===== src/rtl/cfr_pkg.sv =====
package cfr_pkg;

  localparam int FLAG_W = 4;

  typedef enum logic [2:0] {
    CL_AND  = 3'd0,
    CL_OR   = 3'd1,
    CL_XOR  = 3'd2,
    CL_NAND = 3'd3,
    CL_NOR  = 3'd4,
    CL_EQV  = 3'd5,
    CL_ANDC = 3'd6,
    CL_ORC  = 3'd7
  } cl_op_e;

  typedef enum logic [1:0] {
    REL_EQ = 2'b00,
    REL_LT = 2'b01,
    REL_GT = 2'b10,
    REL_UN = 2'b11
  } rel_e;

  typedef enum logic [2:0] {
    WIN_NONE = 3'd0,
    WIN_MT   = 3'd1,
    WIN_CL   = 3'd2,
    WIN_CMP  = 3'd3,
    WIN_FP   = 3'd4,
    WIN_INT  = 3'd5
  } win_e;

  // Boolean combination of two condition bits.
  function automatic logic cl_eval(cl_op_e op, logic a, logic b);
    logic r;
    case (op)
      CL_AND:  r = a & b;
      CL_OR:   r = a | b;
      CL_XOR:  r = a ^ b;
      CL_NAND: r = ~(a & b);
      CL_NOR:  r = ~(a | b);
      CL_EQV:  r = ~(a ^ b);
      CL_ANDC: r = a & ~b;
      default: r = a | ~b;
    endcase
    return r;
  endfunction

  // Field value of a compare: {LT, GT, EQ, SO}.
  function automatic logic [FLAG_W-1:0] cmp_encode(rel_e rel, logic so);
    logic [FLAG_W-1:0] f;
    case (rel)
      REL_LT:  f = {1'b1, 1'b0, 1'b0, so};
      REL_GT:  f = {1'b0, 1'b1, 1'b0, so};
      default: f = {1'b0, 1'b0, 1'b1, so};
    endcase
    return f;
  endfunction

endpackage


===== src/rtl/cfr_bit_read.sv =====
module cfr_bit_read #(
  parameter int VIEW_W = 32,
  localparam int BSEL_W = $clog2(VIEW_W)
) (
  input  logic [VIEW_W-1:0] view,
  input  logic [BSEL_W-1:0] sel,
  output logic              bit_o
);
  assign bit_o = view[sel];
endmodule


===== src/rtl/cfr_logic_unit.sv =====
module cfr_logic_unit
  import cfr_pkg::*;
#(
  parameter int VIEW_W = 32,
  localparam int BSEL_W = $clog2(VIEW_W)
) (
  input  logic [VIEW_W-1:0] view,
  input  cl_op_e            op,
  input  logic [BSEL_W-1:0] src_a,
  input  logic [BSEL_W-1:0] src_b,
  output logic              opnd_a,
  output logic              opnd_b,
  output logic              result
);
  cfr_bit_read #(.VIEW_W(VIEW_W)) u_rd_a (.view(view), .sel(src_a), .bit_o(opnd_a));
  cfr_bit_read #(.VIEW_W(VIEW_W)) u_rd_b (.view(view), .sel(src_b), .bit_o(opnd_b));

  assign result = cl_eval(op, opnd_a, opnd_b);
endmodule


===== src/rtl/cfr_field_slice.sv =====
module cfr_field_slice
  import cfr_pkg::*;
#(
  parameter int W = FLAG_W,
  localparam int POS_W = $clog2(W)
) (
  input  logic             clk,
  input  logic             rst,
  input  logic             mt_hit,
  input  logic [W-1:0]     mt_val,
  input  logic             cl_hit,
  input  logic [POS_W-1:0] cl_pos,
  input  logic             cl_val,
  input  logic             cmp_hit,
  input  logic [W-1:0]     cmp_val,
  input  logic             fp_hit,
  input  logic [W-1:0]     fp_val,
  input  logic             int_hit,
  input  logic [W-1:0]     int_val,
  output logic [W-1:0]     q,
  output win_e             win
);
  logic [W-1:0] d;

  always_comb begin
    win = WIN_NONE;
    d   = q;
    if (mt_hit) begin
      win = WIN_MT;
      d   = mt_val;
    end else if (cl_hit) begin
      win       = WIN_CL;
      d[cl_pos] = cl_val;
    end else if (cmp_hit) begin
      win = WIN_CMP;
      d   = cmp_val;
    end else if (fp_hit) begin
      win = WIN_FP;
      d   = fp_val;
    end else if (int_hit) begin
      win = WIN_INT;
      d   = int_val;
    end
  end

  always_ff @(posedge clk) begin
    if (rst) q <= '0;
    else     q <= d;
  end
endmodule


===== src/rtl/cond_field_regfile.sv =====
module cond_field_regfile
  import cfr_pkg::*;
#(
  parameter int NUM_FIELDS = 8,
  parameter int INT_FIELD  = 0,
  parameter int FP_FIELD   = 1,
  localparam int VIEW_W = NUM_FIELDS * FLAG_W,
  localparam int FSEL_W = $clog2(NUM_FIELDS),
  localparam int BSEL_W = $clog2(VIEW_W),
  localparam int POS_W  = $clog2(FLAG_W)
) (
  input  logic                  clk,
  input  logic                  rst,
  input  logic                  int_we,
  input  logic [FLAG_W-1:0]     int_flags,
  input  logic                  fp_we,
  input  logic [FLAG_W-1:0]     fp_flags,
  input  logic                  cmp_we,
  input  logic [FSEL_W-1:0]     cmp_sel,
  input  logic [1:0]            cmp_rel,
  input  logic                  cmp_so,
  input  logic                  cl_we,
  input  logic [2:0]            cl_op,
  input  logic [BSEL_W-1:0]     cl_src_a,
  input  logic [BSEL_W-1:0]     cl_src_b,
  input  logic [BSEL_W-1:0]     cl_dst,
  input  logic [BSEL_W-1:0]     br0_sel,
  output logic                  br0_bit,
  input  logic [BSEL_W-1:0]     br1_sel,
  output logic                  br1_bit,
  input  logic                  mt_we,
  input  logic [NUM_FIELDS-1:0] mt_mask,
  input  logic [VIEW_W-1:0]     mt_data,
  output logic [VIEW_W-1:0]     cr_view
);
  // Named internal events for the checker
  logic                  cl_result;
  logic                  cl_opnd_a;
  logic                  cl_opnd_b;
  logic [FLAG_W-1:0]     cmp_field_val;
  logic [FSEL_W-1:0]     cl_dst_field;
  logic [POS_W-1:0]      cl_dst_pos;
  logic [NUM_FIELDS-1:0] field_written;
  win_e                  field_win [NUM_FIELDS];

  assign cl_dst_field  = cl_dst[BSEL_W-1:POS_W];
  assign cl_dst_pos    = cl_dst[POS_W-1:0];
  assign cmp_field_val = cmp_encode(rel_e'(cmp_rel), cmp_so);

  cfr_logic_unit #(.VIEW_W(VIEW_W)) u_logic (
    .view  (cr_view),
    .op    (cl_op_e'(cl_op)),
    .src_a (cl_src_a),
    .src_b (cl_src_b),
    .opnd_a(cl_opnd_a),
    .opnd_b(cl_opnd_b),
    .result(cl_result)
  );

  for (genvar k = 0; k < NUM_FIELDS; k++) begin : g_field
    logic mt_hit_k, cl_hit_k, cmp_hit_k, fp_hit_k, int_hit_k;

    assign mt_hit_k  = mt_we && mt_mask[k];
    assign cl_hit_k  = cl_we && (cl_dst_field == FSEL_W'(k));
    assign cmp_hit_k = cmp_we && (cmp_sel == FSEL_W'(k));
    assign fp_hit_k  = fp_we && (k == FP_FIELD);
    assign int_hit_k = int_we && (k == INT_FIELD);

    cfr_field_slice #(.W(FLAG_W)) u_slice (
      .clk    (clk),
      .rst    (rst),
      .mt_hit (mt_hit_k),
      .mt_val (mt_data[k*FLAG_W +: FLAG_W]),
      .cl_hit (cl_hit_k),
      .cl_pos (cl_dst_pos),
      .cl_val (cl_result),
      .cmp_hit(cmp_hit_k),
      .cmp_val(cmp_field_val),
      .fp_hit (fp_hit_k),
      .fp_val (fp_flags),
      .int_hit(int_hit_k),
      .int_val(int_flags),
      .q      (cr_view[k*FLAG_W +: FLAG_W]),
      .win    (field_win[k])
    );

    assign field_written[k] = (field_win[k] != WIN_NONE);
  end

  cfr_bit_read #(.VIEW_W(VIEW_W)) u_br0 (.view(cr_view), .sel(br0_sel), .bit_o(br0_bit));
  cfr_bit_read #(.VIEW_W(VIEW_W)) u_br1 (.view(cr_view), .sel(br1_sel), .bit_o(br1_bit));

endmodule


===== config.mk =====
export PLATFORM = sky130hd
export DESIGN_NAME = cond_field_regfile
export DESIGN_NICKNAME = d
export VERILOG_FILES = /design/src/rtl/cfr_pkg.sv /design/src/rtl/cfr_bit_read.sv /design/src/rtl/cfr_logic_unit.sv /design/src/rtl/cfr_field_slice.sv /design/src/rtl/cond_field_regfile.sv
export SDC_FILE = /design/constraint.sdc
export NUM_CORES = 1
export LEC_CHECK = 0
export BUFFER_PORTS_ARGS = -buffer_cell sky130_fd_sc_hd__buf_2
export CORE_AREA = 2 2 101 103
export DETAILED_ROUTE_END_ITERATION = 8
export DIE_AREA = 0 0 103 105
export MAX_ROUTING_LAYER = met4
export PLACE_DENSITY = 0.81
export SLEW_MARGIN = 20
export SYNTH_ARGS = -nofsm -noshare
export SYNTH_HDL_FRONTEND = slang
export SYNTH_HIERARCHICAL = 1
export SYNTH_SLANG_ARGS = --single-unit

===== constraint.sdc =====
create_clock -name clk -period 4.3 [get_ports clk]
set_input_delay 0.86 -clock clk [delete_from_list [all_inputs] [get_ports clk]]
set_output_delay 0.86 -clock clk [all_outputs]
set_load 0.1 [all_outputs]

# --- Yosys cells after proc, flatten, opt, wreduce, memory -nomap -nowiden ---
# Index checks and enable logic that the tools add are counted.
totals:
  output_inout_bits: 34
  inputBits: 89
  elab_cells: 127
  latch_bits: 0
  regBits: 32
  ramBits: 0
  memories: 0
  rom_bits: 0
op_classes:
  div_mod_pow: 0
  bitwise_logic: 9
  n_shift: 0
  eq_ne: 22
  multipliers: 0
  add_sub_neg: 0
  reduce_logical: 36
  mux: 46
  order_cmp: 6
ops:
  columns: ["operator", "count"]
  rows:
  - ["$mux W4", 26]
  - ["$eq A3 B3 Y1 const B", 11]
  - ["$bwmux W4", 8]
  - ["$logic_and A1 B1 Y1", 25]
  - ["$lt A5 B6 Y1 const B", 4]
  - ["$bmux W1 S5", 4]
  - ["$eq A3 B2 Y1 const B", 6]
  - ["$reduce_bool A3 Y1", 6]
  - ["$eq A3 B1 Y1 const B", 3]
  - ["$logic_not A3 Y1", 3]
  - ["$pmux W4 S2", 1]
  - ["$reduce_bool A4 Y1", 2]
  - ["$pmux W1 S7", 1]
  - ["$mux W1", 5]
  - ["$not A1 Y1", 4]
  - ["$lt A2 B3 Y1 const B", 1]
  - ["$and A1 B1 Y1", 2]
  - ["$demux W1 S2", 1]
  - ["$eq A2 B1 Y1 const B", 1]
  - ["$eq A2 B2 Y1 const B", 1]
  - ["$ge A2 B1 Y1 const B", 1]
  - ["$or A1 B1 Y1", 2]
  - ["$xor A1 B1 Y1", 1]

# --- Logic depth before layout (Yosys ltp) ---
# Gate-level depths: netlist of run 1.
depth:
  ltp_word: 8
  depth_mapped: 16
  ltp_nobuf: 14

# --- Modules after synthesis ---
# The synthesis of run 1 kept the hierarchy.
by_module_without_submodules:
  columns: ["mod", "n_inst", "cells_per_inst", "seq_area_each_um2", "area_each_um2"]
  rows:
  - ["cfr_field_slice", 8, 55, 80.1, 445.4]
  - ["cfr_bit_read", 4, 41, 0.0, 325.3]
  - ["cond_field_regfile", 1, 29, 0.0, 279.0]
  - ["cfr_logic_unit", 1, 17, 0.0, 132.6]

# --- Least setup slack after synthesis of run 1 ---
# Ideal clock, no wire load.
synth_timing:
  kind: "reg-to-reg"
  start: "register g_field[4].u_slice.q[3]"
  end: "register g_field[0].u_slice.q[0]"
  path_buffers: 0
  t_required_ns: 4.184
  path_slack_ns: 1.000
  arrival_time_ns: 3.185
  setup_ns: 0.116
  path_stages_with_launch: 15
  synth_period_minus_slack_ns: 3.300
  path_cell_list: "dfxtp_1 mux2i_1 a22oi_1 nand4b_1 a21oi_1 a311o_1 inv_1 ha_1 inv_1 mux4_2 nand2_1 o21ai_1 nand2_1 o221ai_1 a31o_1"
synth_between:
  elab_chain_cells: 8
  elab_cells_between_ends: 17
  cone_classes: "8 x mux; 9 x bitwise"
synth_lines:
  columns: ["element", "line", "text"]
  rows:
  - ["from (decl)", "cfr_field_slice.sv:20", "output logic [W-1:0] q,"]
  - ["from (signal assigned)", "cfr_field_slice.sv:47", "if (rst) q <= '0;"]
  - ["from (signal assigned)", "cfr_field_slice.sv:48", "else q <= d;"]
  - ["$bmux W1 S5 *", "cfr_bit_read.sv:9", "assign bit_o = view[sel];"]
  - ["$mux W1 (not written as such) *", "cfr_bit_read.sv:9", null]
  - ["named net cl_opnd_a", "cond_field_regfile.sv:38", "logic cl_opnd_a;"]
  - ["$xor A1 B1 Y1, or another cell as far along", "cfr_pkg.sv:38, cfr_pkg.sv:41", null]
  - ["$not A1 Y1 (on tied branches)", "cfr_pkg.sv:41, cfr_pkg.sv:39, cfr_pkg.sv:40", null]
  - ["$pmux W1 S7 *", "cfr_pkg.sv:35", "case (op)"]
  - ["named net cl_result", "cond_field_regfile.sv:37", "logic cl_result;"]
  - ["$bwmux W4 *", "cfr_field_slice.sv:33", "d[cl_pos] = cl_val;"]
  - ["$mux W4 *", "cfr_field_slice.sv:31", "end else if (cl_hit) begin"]
  - ["$mux W4 *", "cfr_field_slice.sv:28", "if (mt_hit) begin"]
  - ["to (signal assigned)", "cfr_field_slice.sv:47", null]
  - ["to (signal assigned)", "cfr_field_slice.sv:48", null]
  - ["to (decl)", "cfr_field_slice.sv:20", null]
# The timed path passes the listed nets; every way through them passes the cells marked *. The select of a mux whose other input is x is not followed.
# A chain may end at the register's enable or synchronous reset.

# --- Worst setup path after layout of run 1 ---
layout_timing:
  start: "input port cl_src_a[1]"
  end: "register g_field[5].u_slice.q[3]"
layout_between:
  elab_chain_cells: 8
  elab_cells_between_ends: 14
  cone_classes: "6 x mux; 8 x bitwise"
layout_lines:
  columns: ["element", "line", "text"]
  rows:
  - ["from (decl)", "cond_field_regfile.sv:24", "input logic [BSEL_W-1:0] cl_src_a,"]
  - ["$bmux W1 S5 *", "cfr_bit_read.sv:9", null]
  - ["$mux W1 (not written as such) *", "cfr_bit_read.sv:9", null]
  - ["named net cl_opnd_a", "cond_field_regfile.sv:38", null]
  - ["$xor A1 B1 Y1, or another cell as far along", "cfr_pkg.sv:38, cfr_pkg.sv:41", null]
  - ["$not A1 Y1 (on tied branches)", "cfr_pkg.sv:41, cfr_pkg.sv:39, cfr_pkg.sv:40", null]
  - ["$pmux W1 S7 *", "cfr_pkg.sv:35", null]
  - ["named net cl_result", "cond_field_regfile.sv:37", null]
  - ["$bwmux W4 *", "cfr_field_slice.sv:33", null]
  - ["$mux W4 *", "cfr_field_slice.sv:31", null]
  - ["$mux W4 *", "cfr_field_slice.sv:28", null]
  - ["to (signal assigned)", "cfr_field_slice.sv:47", null]
  - ["to (signal assigned)", "cfr_field_slice.sv:48", null]
  - ["to (decl)", "cfr_field_slice.sv:20", null]
# Marks and branches as above.

==> results.md, run 1 <==
* Min Hold Slack at 743 ps
* Synthesis warning total at 6
* CTS buffer count at 5
* CP cell instances: buf_2 -> mux2i_1 -> a22oi_1 -> nand4b_1 -> a21oi_1 -> a311o_1 -> inv_1 -> ha_1 -> inv_1 -> mux4_2 -> nand2_1 -> o21ai_1 -> buf_4 -> nand2_1 -> o221ai_1 -> a31o_1
* Crit-path max FO at 16
* Worst Skew at 8.83 ps
* Fill cells at 922
* Clk buf depth at 2
* Via count at 5452
* Ratio of cells with drive above 1 in the final layout at 22.1%
* Initial antenna violation count at 0
* Setup TNS at 0 ps
* Max Clock Freq at 0.279 GHz
* Leakage power at 2.52 nW
* Number of flip-flops in the largest register at 32
* CP arrival at 3770 ps
* Slowest stage delay, CP at 450 ps
* Die height at 105 um
* Die width at 103 um
* Max-cap violations at 0
* Cell count after synthesis at 602
* Reg clk slew, reported paths at 70 ps
* Final Hold Fails at 0
* CP startpoint kind: primary input
* Avg WL per Cell at 19.3 um
* Total GRT Usage at 31.2%
* Starting Density at 52.5%
* Most flop-heavy register: g_field.u_slice/q
* N_diodes at 0
* RePlAce Congestion at 0.945
* Worst Tran Pin Value at 879 ps
* Hold Path Depth at 2
* Top flop regs: g_field.u_slice/q (32)
* Worst EP required at 4490 ps
* Placed Area at 5630 um^2
* Worst skew pair latency at 300 ps
* WP buf/inv at 4
* Synth Area per Inst at 8.40 um^2
* Post-CTS Setup Inserts at 0
* CP endpoint kind: register
* Area of the multi-input gates at 4030 um^2
* Port-buffer cells at 122
* Area of the core at 9640 um^2
* Nets at 828
* H-tree levels at 2
* Status: finished clean
* First-pass GRT wire length at 25.8 mm
* Worst vdd ir at 0.142 mV
* Final slew viol count at 0
* CTS Root Buffer Type: clkbuf_8
* Minimum clock period at 3580 ps
* Power density over the cells at 248 nW/um^2
* Critical path class: primary input to register
* HP Class: register to register
* CTS tree: done
* Flop2flop setup slack at 1170 ps
* Post-CTS Resized at 0
* Starting DRC count in detailed routing at 371
* Clk sink count at 32
* Hpwl dp at 12.5 mm
* Tcrit/Tclk final at 83.2%
* R2R depth at 15
* Finished Cell Area at 5720 um^2
* Synth Cell Area at 5060 um^2
* Worst path depth at 16
* Hold_buf cts at 0
* # DRC at 0
* Largest net degree at the start of global routing at 65
* Max stage delay cell, worst path: mux4_2
* Unrepaired setup endpoints after global routing: false
* ANT nets after route at 0
* DIE AREA at 10800 um^2
* Drt pass-1 iters at 5
* FP Rows at 36
* Drt total wl at 16.8 mm
* Worst slew margin at 41.2%
* FF+latch area at 641 um^2
* Area Overhead vs Synth at 13.2%
* Grt total ovfl at 0
* CP top delay family: compound AO/OA/AOI/OAI gates
* Vias in the first global route at 5161
* Via-to-Cell Ratio at 6.29
* I/O Pins at 123
* Setup violators final at 0
-- worst min-delay path, cell delays in order, from the launching register on --
cell,delay [ps]
dfxtp_1,370
nor3b_1,160
a31o_1,170
-- where the power goes --
group | internal (mW) | total [mW] | leakage [nW] | switching, mW
clock network | 0.131 | 0.253 | 0.0455 | 0.123
logic | 0.242 | 0.762 | 2.20 | 0.520
registers | 0.328 | 0.402 | 0.266 | 0.0749
-- area by class of cell --
cell class | count | area share, %
Sequential cell | 32 | 11.2
Timing Repair Buffer | 123 | 10.8
Inverter | 46 | 3.02
Tap cell | 133 | 2.91
Clock buffer | 8 | 1.57
Multi-Input combinational cell | 525 | 70.5
-- layer usage --
metal / up-vias / wire (um) / GRT usage (%)
met5: - / 0 / -
met4: 0 / 522 / 12.3
met3: 42 / 1490 / 4.28
met2: 299 / 7730 / 48.1
met1: 2602 / 7030 / 40.9
li1: 2509 / - / -
-- final timing paths --
check,from,endpoint
min reg2reg,g_field[6].u_slice/q[1],g_field[6].u_slice/q[1]
max,cl_src_a[1],g_field[5].u_slice/q[3]
max reg2reg,g_field[4].u_slice/q[1],g_field[5].u_slice/q[3]
min,g_field[6].u_slice/q[1],g_field[6].u_slice/q[1]
-- cell usage in the layout (no fill, tap or decap), drive strengths merged --
master  count
ha          6
a22oi      48
nor3        8
a31o       32
mux4        1
mux2       32
o221ai     32
and4b       6
buf       123
conb       42
nand3       8
mux2i      96
or2         8
a21oi      45
nand4b      4
nand2      41
o31a        1
and2       12
o21ai       2
clkbuf      8
and2b      12
and4bb      6
and4        2
nor3b      32
nor4b       2
inv        46
o211ai      1
nor2       13
a311o       4
nand2b     20
a211oi      4
dfxtp      32
nor2b       5
-- stage by stage --
step | std cells | setup slack (ps) | power [mW] | util [%]
after global placement | 859 | 549 | 1.14 | 58.4
after detailed placement | 859 | 493 | 1.15 | 58.4
after CTS | 867 | 789 | 1.41 | 59.3
after floorplan | 643 | 1000 | 0.968 | -
after global routing | 867 | 539 | 1.48 | 59.4
final | 867 | 720 | 1.42 | 59.4
Note: power is estimated with default switching activity, not from simulation.
==> run 2, diff against run 1 <==
--- a/config.mk
+++ b/config.mk
@@ -5,12 +5,13 @@
 export SDC_FILE = /design/constraint.sdc
 export NUM_CORES = 1
 export LEC_CHECK = 0
+export ABC_AREA = 1
 export BUFFER_PORTS_ARGS = -buffer_cell sky130_fd_sc_hd__buf_2
-export CORE_AREA = 2 2 101 103
+export CORE_AREA = 2 2 102 104
 export DETAILED_ROUTE_END_ITERATION = 8
-export DIE_AREA = 0 0 103 105
+export DIE_AREA = 0 0 104 106
 export MAX_ROUTING_LAYER = met4
-export PLACE_DENSITY = 0.81
+export PLACE_DENSITY = 0.82
 export SLEW_MARGIN = 20
 export SYNTH_ARGS = -nofsm -noshare
 export SYNTH_HDL_FRONTEND = slang
==> constraint.sdc (replaced) <==
create_clock -name clk -period 3.6 [get_ports clk]
set_input_delay 0.72 -clock clk [delete_from_list [all_inputs] [get_ports clk]]
set_output_delay 0.72 -clock clk [all_outputs]
set_load 0.1 [all_outputs]
==> run 2 against run 1 <==
  * Clock power up 18%
  * Combinational power rose by 18%
  * Clock skew increased by 2.6 ps
  * Routed wire length is 7.4% higher
  * Global-route usage up 1.7 points
  * Non-clock buffer count shrank 1
  * Register-to-register slack got worse by 480 ps
  * Die area up 1.9%
  * Sequential cell count unchanged
==> results.md, run 2 <==
* Clk sink count at 32 (unchanged)
* CTS buffer count at 5 (unchanged)
* Power density over the cells at 275 nW/um^2 (was 248 nW/um^2)
* Via count at 7180 (was 5452)
* CP arrival at 3340 ps (was 3770 ps)
* DR WL met3 at 1.98 mm (was 1.49 mm)
* Synth Area per Inst at 4.89 um^2 (was 8.40 um^2)
* Nets at 1348 (was 828)
* Starting Density at 53.8% (was 52.5%)
* Initial antenna violation count at 0 (unchanged)
* Area of the core at 10000 um^2 (was 9640 um^2)
* Synth Cell Area at 5380 um^2 (was 5060 um^2)
* Via-to-Cell Ratio at 5.17 (was 6.29)
* Flop2flop setup slack at 690 ps (was 1170 ps)
* Drt total wl at 18.0 mm (was 16.8 mm)
* Port-buffer cells at 122 (unchanged)
* Worst EP required at 3810 ps (was 4490 ps)
* CP startpoint kind: primary input (unchanged)
* Critical path class: primary input to register (unchanged)
* Setup TNS at 0 ps (unchanged)
* Crit-path max FO at 17 (was 16)
* Vias in the first global route at 6134 (was 5161)
* Ratio of cells with drive above 1 in the final layout at 14.8% (was 22.1%)
* Metal2 WL at 7.89 mm (was 7.73 mm)
* Max stage delay cell, worst path: nand2_1 (was mux4_2)
* Most used cell, CP: nand2_1
* Area Overhead vs Synth at 14.2% (was 13.2%)
* DIE AREA at 11000 um^2 (was 10800 um^2)
* Worst slew margin at 49.0% (was 41.2%)
* Final slew viol count at 0 (unchanged)
* Post-CTS Resized at 0 (unchanged)
* Min Hold Slack at 590 ps (was 743 ps)
* WP buf/inv at 5 (was 4)
* Met1 Wirelength at 7.30 mm (was 7.03 mm)
* Top flop regs: g_field.u_slice/q (32) (unchanged)
* CP endpoint kind: register (unchanged)
* Fill cells at 1058 (was 922)
* Reg clk slew, reported paths at 70 ps (about the same)
* Worst skew pair latency at 290 ps (was 300 ps)
* CP cell instances: buf_2 -> inv_6 -> nand2_1 -> nand3_1 -> nand3_1 -> nand2_1 -> nand2_1 -> nand2_1 -> nand2_1 -> nand2_1 -> inv_1 -> ha_1 -> inv_1 -> nand2_1 -> nand2_1 -> nand2_1 -> nand3_1 -> nand2_1 -> nand2_1 -> inv_1 -> nand3_1 -> nand3_1 -> nand2_1 -> a21oi_1 (was buf_2 -> mux2i_1 -> a22oi_1 -> nand4b_1 -> a21oi_1 -> a311o_1 -> inv_1 -> ha_1 -> inv_1 -> mux4_2 -> nand2_1 -> o21ai_1 -> buf_4 -> nand2_1 -> o221ai_1 -> a31o_1)
* Worst vdd ir at 0.133 mV (was 0.142 mV)
* Avg WL per Cell at 13.0 um (was 19.3 um)
* Max-cap violations at 0 (unchanged)
* CP top delay family: simple AND/OR/NAND/NOR gates (was compound AO/OA/AOI/OAI gates)
* Starting DRC count in detailed routing at 793 (was 371)
* Slowest stage delay, CP at 370 ps (was 450 ps)
* Die width at 104 um (was 103 um)
* Drt pass-1 iters at 5 (unchanged)
* Die height at 106 um (was 105 um)
* Max Clock Freq at 0.319 GHz
* Worst Tran Pin Value at 765 ps (was 879 ps)
* Commonest cells after routing, fill and taps aside: nand2_1 (440), nand3_1 (195), nor2_1 (169) (was buf_2 (121), mux2i_1 (96), a22oi_1 (48))
* Hpwl dp at 13.6 mm (was 12.5 mm)
* Finished Cell Area at 6140 um^2 (was 5720 um^2)
* FP Rows at 37 (was 36)
* Uppermost layer routed: met4 (unchanged)
* Post-CTS Setup Inserts at 0 (unchanged)
* H-tree levels at 2 (unchanged)
* First-pass GRT wire length at 29.0 mm (was 25.8 mm)
* # DRC at 0 (unchanged)
* N_diodes at 0 (unchanged)
* Final Hold Fails at 0 (unchanged)
* Number of flip-flops in the largest register at 32 (unchanged)
* Grt total ovfl at 0 (unchanged)
* Tcrit/Tclk final at 87.1%
* CTS Root Buffer Type: clkbuf_8 (unchanged)
* Total GRT Usage at 32.9% (was 31.2%)
* Synthesis warning total at 6 (unchanged)
* ANT nets after route at 0 (unchanged)
* Placed Area at 6050 um^2 (was 5630 um^2)
* Minimum clock period at 3140 ps
* Pwr Total at 1.69 mW (was 1.42 mW)
* Leakage power at 3.64 nW (was 2.52 nW)
* Status: finished clean (unchanged)
* RePlAce Congestion at 0.997 (was 0.945)
* Hold_buf cts at 0 (unchanged)
* Cell count after synthesis at 1101 (was 602)
* Setup violators final at 0 (unchanged)
* Most common cell after layout, fill and taps aside: nand2_1 (was buf_2)
* CTS tree: done (unchanged)
* Largest net degree at the start of global routing at 42 (was 65)
* Worst Skew at 11.5 ps (was 8.83 ps)
* I/O Pins at 123 (unchanged)
* HP Class: register to register (unchanged)
* Unrepaired setup endpoints after global routing: false (unchanged)
* Clk buf depth at 2 (unchanged)
* Most flop-heavy register: g_field.u_slice/q (unchanged)
run 2: path summary, 6_finish.rpt:
kind | startpoint | endpoint | depth (start not counted)
hold reg to reg | g_field[1].u_slice/q[0] | g_field[1].u_slice/q[0] | 2
setup / recovery | cl_src_b[0] | g_field[2].u_slice/q[2] | 24
setup reg to reg | g_field[5].u_slice/q[2] | g_field[2].u_slice/q[2] | 22
hold / removal | g_field[1].u_slice/q[0] | g_field[1].u_slice/q[0] | 2
run 2: layout make-up:
| cell class | instances | area, um^2 | area share [%] |
|---|---|---|---|
| clock buffer | 8 | 90.1 | 1.47 |
| multi-input combinational | 935 | 4020 | 65.5 |
| inverter | 157 | 609 | 9.92 |
| sequential | 32 | 641 | 10.4 |
| tap | 136 | 170 | 2.77 |
| timing repair buffer | 122 | 611 | 9.94 |
run 2: layer usage:
layer	vias to the layer above	global-route usage, %
li1	3633	-
met1	3045	41.5
met2	421	52.5
met3	81	2.70
met4	0	17.6
met5	-	-
run 2: report_power, final:
| part | internal [mW] | switching [mW] | leakage [nW] | total, mW |
|---|---|---|---|---|
| clock network | 0.156 | 0.143 | 0.0455 | 0.299 |
| registers | 0.390 | 0.0962 | 0.266 | 0.486 |
| logic | 0.232 | 0.670 | 3.33 | 0.902 |
run 2: metrics by stage:
stage,setup slack (ps),util [%],std cells
final,465,61.4,1390
after global routing,187,61.4,1390
after detailed placement,256,60.5,1382
after global placement,309,60.5,1382
after CTS,537,61.4,1390
after floorplan,746,-,1149
run 2: tightest hold or removal path: cells and delay by family (launching register included):
kind	cells	cell delay, ps
AO/OA/AOI/OAI	1	60
AND/OR/NAND/NOR	1	100
flip-flops	1	390
